## src/rtl/wfram_pkg.sv

```systemverilog
package wfram_pkg;

  typedef enum logic [1:0] {
    SRC_MEM   = 2'd0,
    SRC_OWN   = 2'd1,
    SRC_OTHER = 2'd2
  } rd_src_e;

  // Own write wins, then a matching write from the other port, then the array.
  function automatic rd_src_e pick_src(input logic own_we, input logic oth_we,
                                       input logic addr_match);
    if (own_we)
      return SRC_OWN;
    else if (oth_we && addr_match)
      return SRC_OTHER;
    else
      return SRC_MEM;
  endfunction

endpackage

```

## src/rtl/wfram_store.sv

```systemverilog
module wfram_store #(
  parameter int A_BITS = 6,
  parameter int D_BITS = 16,
  parameter int NPORT  = 2
) (
  input  logic                         clk,
  input  logic                         ce,
  input  logic [NPORT-1:0]             we,
  input  logic [NPORT-1:0][A_BITS-1:0] addr,
  input  logic [NPORT-1:0][D_BITS-1:0] wdata,
  output logic [NPORT-1:0][D_BITS-1:0] mem_rd
);
  localparam int DEPTH = 1 << A_BITS;

  logic [D_BITS-1:0] mem [DEPTH];

  always_ff @(posedge clk) begin
    if (ce) begin
      for (int p = 0; p < NPORT; p++) begin
        if (we[p])
          mem[addr[p]] <= wdata[p];
      end
    end
  end

  for (genvar p = 0; p < NPORT; p++) begin : g_rd
    assign mem_rd[p] = mem[addr[p]];
  end
endmodule

```

## src/rtl/wfram_rdport.sv

```systemverilog
module wfram_rdport
  import wfram_pkg::*;
#(
  parameter int A_BITS    = 6,
  parameter int D_BITS    = 16,
  parameter bit RESET_OUT = 1'b1
) (
  input  logic              clk,
  input  logic              rst,
  input  logic              ce,
  input  logic              own_we,
  input  logic [A_BITS-1:0] own_addr,
  input  logic [D_BITS-1:0] own_wdata,
  input  logic              oth_we,
  input  logic [A_BITS-1:0] oth_addr,
  input  logic [D_BITS-1:0] oth_wdata,
  input  logic [D_BITS-1:0] mem_rd,
  output logic [D_BITS-1:0] rdata
);
  rd_src_e           src;
  logic [D_BITS-1:0] nxt;

  always_comb begin
    src = pick_src(own_we, oth_we, own_addr == oth_addr);
    unique case (src)
      SRC_OWN:   nxt = own_wdata;
      SRC_OTHER: nxt = oth_wdata;
      default:   nxt = mem_rd;
    endcase
  end

  always_ff @(posedge clk) begin
    if (RESET_OUT && rst)
      rdata <= '0;
    else if (ce)
      rdata <= nxt;
  end
endmodule

```

## src/rtl/wfram_tdp.sv

```systemverilog
module wfram_tdp #(
  parameter int A_BITS    = 6,
  parameter int D_BITS    = 16,
  parameter bit RESET_OUT = 1'b1
) (
  input  logic              clk,
  input  logic              rst,
  input  logic              ce,
  input  logic              we_a,
  input  logic              we_b,
  input  logic [A_BITS-1:0] addr_a,
  input  logic [A_BITS-1:0] addr_b,
  input  logic [D_BITS-1:0] wdata_a,
  input  logic [D_BITS-1:0] wdata_b,
  output logic [D_BITS-1:0] rdata_a,
  output logic [D_BITS-1:0] rdata_b
);
  localparam int NPORT = 2;

  logic [NPORT-1:0]             we;
  logic [NPORT-1:0][A_BITS-1:0] addr;
  logic [NPORT-1:0][D_BITS-1:0] wdata;
  logic [NPORT-1:0][D_BITS-1:0] mem_rd;
  logic [NPORT-1:0][D_BITS-1:0] rdata;

  assign we    = {we_b, we_a};
  assign addr  = {addr_b, addr_a};
  assign wdata = {wdata_b, wdata_a};

  wfram_store #(.A_BITS(A_BITS), .D_BITS(D_BITS), .NPORT(NPORT)) u_store (
    .clk    (clk),
    .ce     (ce),
    .we     (we),
    .addr   (addr),
    .wdata  (wdata),
    .mem_rd (mem_rd)
  );

  for (genvar p = 0; p < NPORT; p++) begin : g_port
    localparam int OTH = NPORT - 1 - p;
    wfram_rdport #(.A_BITS(A_BITS), .D_BITS(D_BITS), .RESET_OUT(RESET_OUT)) u_rd (
      .clk       (clk),
      .rst       (rst),
      .ce        (ce),
      .own_we    (we[p]),
      .own_addr  (addr[p]),
      .own_wdata (wdata[p]),
      .oth_we    (we[OTH]),
      .oth_addr  (addr[OTH]),
      .oth_wdata (wdata[OTH]),
      .mem_rd    (mem_rd[p]),
      .rdata     (rdata[p])
    );
  end

  assign rdata_a = rdata[0];
  assign rdata_b = rdata[1];
endmodule

```

## config.mk

```make
export PLATFORM = sky130hd
export DESIGN_NAME = wfram_tdp
export DESIGN_NICKNAME = d
export VERILOG_FILES = /design/src/rtl/wfram_pkg.sv /design/src/rtl/wfram_store.sv /design/src/rtl/wfram_rdport.sv /design/src/rtl/wfram_tdp.sv
export SDC_FILE = /design/constraint.sdc
export NUM_CORES = 2
export LEC_CHECK = 0
export BUFFER_PORTS_ARGS = -buffer_cell sky130_fd_sc_hd__buf_2
export CORE_ASPECT_RATIO = 1.25
export CORE_MARGIN = 2
export CORE_UTILIZATION = 55
export DETAILED_ROUTE_END_ITERATION = 6
export PLACE_DENSITY = 0.71
export SKIP_LAST_GASP = 1
export SLEW_MARGIN = 40
export SYNTH_ARGS = -nofsm -noshare
export SYNTH_HDL_FRONTEND = slang
export SYNTH_SLANG_ARGS = --single-unit
```

## constraint.sdc

```tcl
create_clock -name clk -period 3.5 [get_ports clk]
set_input_delay 0 -clock clk [delete_from_list [all_inputs] [get_ports clk]]
set_output_delay 0 -clock clk [all_outputs]
set_load 0.1 [all_outputs]
```

Word level (Yosys, flattened, before mapping)
Memory sizes are Yosys's and may differ from the RTL's.
Cells that the tools add are included.

storage, ports and cells
  flip-flop bits (word level) = 32
  RAM bits = 1024
  bits of input ports = 49
  output and inout port bits = 32
  logic and storage cells = 23
  memories = 1

memory list
  name         words  bits a word  rd ports  clocked after Yosys merged registers in  wr ports  RTL line           text
  u_store.mem  64     16           2         0                                        2         wfram_store.sv:15  logic [D_BITS-1:0] mem [DEPTH];

operators by class
  equality and inequality tests = 6
  multiplexer cells = 12
  reductions and logical operators = 2

operator list
  cell                                                              count
  16-bit case mux with 2 select lines                               2
  6-bit == test                                                     2
  2-bit 2-to-1 mux                                                  4
  1-bit 2-to-1 mux                                                  6
  2-bit by 1-bit == test with 1-bit output (second input constant)  2
  2-bit == test (second input constant)                             2
  1-bit logical AND                                                 2

Logic depth before layout (Yosys ltp)
  depth after elaboration = 6
  mapped depth = 11
  mapped depth without buffers = 7

Cells and area by module
A second synthesis with hierarchy kept.

second synthesis, totals
  cells, all modules = 5102
  area, all modules = 63966.3 um^2

modules (own cells, without submodules)
  module        instances  cells an instance  area an instance (um^2)  seq. area each (um^2)
  wfram_store   1          4898               62132.1                  30749.5
  wfram_rdport  2          102                917.1                    320.3

Least setup slack after synthesis
Ideal clock, no wire load.

  path type = in2reg
  start = input port addr_a[2]
  end = memory u_store.mem[33][0], enable pin
  library setup time = 0.411 ns
  arrival time = 2.493 ns
  data required time = 3.089 ns
  setup slack = 0.596 ns
  stages = 9
  path buffers = 6
  cell sequence = buf_4 buf_4 buf_2 buf_2 buf_2 buf_2 nor2_1 nand2_1 o21ai_0

RTL lines
  element          RTL line           text
  start, declared  wfram_tdp.sv:11    input logic [A_BITS-1:0] addr_a,
  end, declared    wfram_store.sv:15

==> impl_metrics.toml <==
[power]
p_leak_nw = 24.1
p_per_area_mw_per_mm2 = 429
max-vdd-ir-drop_mv = 0.461

[clock_network]
cts_buffers = 109
cts.clk_slew.worst_paths_ns = 0.06
root_buffer = "clkbuf_16"
tritoncts = "done"
insertion_delay_ns = 0.78
post_cts_resized = 0
htreeDepth = 3
postCtsSetupBuffers = 0
clock-sinks = 1056
postCtsHoldBufs = 14
cts.path.max_buffers = 3

[grt]
track_usage = 0.486
grt-ovfl-total = 0
grt_pass1_vias = 49300
grt_pass1_wl_um = 395000
antenna_found_initial = 30
grt_max_degree = 93

[place]
place_area_sq_mm = 0.0672
hpwlAfterDp_um = 191000
dp.cells = 6416
portBuffers = 80
place_ws_ns = 0.104
gp_congestion = 1.08

[setup_path]
cp.arrival_ns = 3.81
crit_path_start_kind = "register"
crit_slowest_cell = "dlygate4sd3_1"
cp_common_cell = "a221oi_1"
path_buf_inv = 1
crit_chain = "mux2_2 -> a221oi_1 -> nor2_1 -> a221oi_1 -> o22ai_1 -> a2111oi_0 -> nor4_1 -> dlygate4sd3_1"
crit_fanout = 2
criticalPathCategory = "reg -> reg"
endpoint_kind = "register"
worstPathRequired_ns = 4.16
critPathMaxStageDelay_ns = 0.57
critPathTopFamily = "compound AO/OA/AOI/OAI gates"

[sta]
max_slew_margin = 0.302
slew_violations = 0
finalSetupViolations = 0
worst_slew_pin_slew_ns = 1.04
fin_crit_sh = 0.901
setup_slack_ns = 0.348
rsz0062_at_grt = "no"
skew_ns = 0.0395
whs_ns = 0.0207
fmax_mhz = 317
period_needed_ns = 3.15
hold_viol_final = 0

[floorplanning]
dieHeight_um = 381
initial_utilization = 0.554
rows = 138
dieWidth_um = 306
io_pins = 81
core_sq_mm = 0.113
die_area_sq_mm = 0.117

[run]
cap_violations = 0

[logic_synthesis]
synth_area_leader_cell = "edfxtp_1"
synth.avg_cell_area_sq_um = 12.6
yosysUniqueCellTypes = 74
async_flop_share = 0
synth_common_cells = "1,068 x mux2_2, 1,024 x edfxtp_1, 433 x mux2i_1"
synth-seq-cells = 1056
yosysWarnings = 0
synth_edf_count = 1024
ys_top_cells_by_area = "edfxtp_1 49%, mux2_2 19%, mux2i_1 6.9%"
synthFlopType = "edfxtp_1"
syn_nets = 5033
yosysSeqAreaShare = 0.501
synth_top_area_frac = 0.491
synth.most_common_cell = "mux2_2"
synth_area_sq_mm = 0.0626
synthCells = 4984

[routing]
drt_wl_total_um = 289000
drc = 9
ant_nets = 0
via_per_inst = 7.87
routedWlPerCell_um = 43.5
via_count = 52300
dr.pass1.iters = 7
drt_first_iter_violations = 9435

[status]
violations = "DRC"
outcome = "finished with violations"

[layout]
final_util = 0.628
design_area_sq_mm = 0.0710
drive_above_1_share = 0.393
area_growth_pct = 13.4
nets = 5125
fin_cells = 6647

[worst_hold_path]
hp-class = "in -> reg"
[registers in the layout, indices dropped and copies added, names as in the netlist]
register,count
u_store.mem,1024
g_port.u_rd.rdata,32
[cells by family (layout without fill, tap and decap cells)]
family / after synthesis / count (layout) / share of synthesized area
multiplexers: 1530 / 1530 / 0.272
XOR/XNOR: 6 / 6 / 0.000839
AO/OA/AOI/OAI: 1328 / 1328 / 0.145
buffers and inverters: 657 / 838 / 0.0473
flip-flops: 1056 / 1056 / 0.501
other: 0 / 12 / 0
AND/OR/NAND/NOR: 407 / 407 / 0.0338
[power by group]
group          total (mW)  leakage, nW  switching [mW]  internal, mW
combinational        4.47         12.9            2.98          1.49
clock                11.9         1.72            5.25          6.69
sequential           14.1         9.48           0.107          14.0
[metal layers]
| metal | wire (um) | global-route usage | vias up |
|---|---|---|---|
| met2 | 123000 | 0.716 | 4907 |
| li1 | - | - | 20200 |
| met1 | 94800 | 0.576 | 25900 |
| met4 | 28900 | 0.385 | 32 |
| met3 | 41900 | 0.170 | 1296 |
| met5 | 349 | 0.0137 | - |
[layout make-up]
cell class | instances | area, sq um
clock inverters | 60 | 571
fillers | 8754 | 42100
flip-flops and latches | 1056 | 31400
clock buffers | 140 | 2970
multi-input cells | 3271 | 28800
inverters | 10 | 40.0
repair buffers | 628 | 5370
well taps | 1470 | 1840
diodes | 12 | 30.0
[placed cells by master (no fill, tap or decap), types with 27 or more instances in the layout]
cell type | netlist | final
clkbuf_16 | 0 | 113
mux2i_1 | 433 | 433
edfxtp_1 | 1024 | 1024
a211oi_1 | 30 | 30
o22ai_1 | 233 | 185
a22oi_1 | 190 | 190
nor2_1 | 138 | 135
a221oi_1 | 296 | 295
nand3_1 | 34 | 34
nand2_1 | 54 | 53
buf_12 | 0 | 56
dfxtp_1 | 32 | 32
a221o_1 | 27 | 27
o22ai_2 | 0 | 48
mux2_2 | 1068 | 1068
mux4_2 | 29 | 29
o21ai_0 | 258 | 231
nand4_1 | 46 | 46
buf_2 | 183 | 69
a21oi_1 | 189 | 189
buf_4 | 49 | 476
nor2_2 | 27 | 27
[through the flow]
step	TNS (ns)	power, mW
finish	0	30.5
global route	0	30.9
CTS	0	30.2
detailed placement	0	18.5
global placement	-0.170	18.5
floorplan	0	16.8
[path summary, 6_finish.rpt]
| check | startpoint | end | slack, ns | cells after the start |
|---|---|---|---|---|
| worst max-delay path | u_store.mem[53][12]$_DFFE_PP_ | g_port[0].u_rd.rdata[12]$_SDFFE_PP0P_ | 0.35 | 8 |
| worst min-delay path | wdata_b[9] | u_store.mem[16][9]$_DFFE_PP_ | 0.02 | 2 |
| worst max register to register | u_store.mem[53][12]$_DFFE_PP_ | g_port[0].u_rd.rdata[12]$_SDFFE_PP0P_ | 0.35 | 8 |
| worst min register to register | g_port[1].u_rd.rdata[12]$_SDFFE_PP0P_ | g_port[1].u_rd.rdata[12]$_SDFFE_PP0P_ | 0.49 | 2 |
No activity file was read; power rests on OpenSTA's default activity.
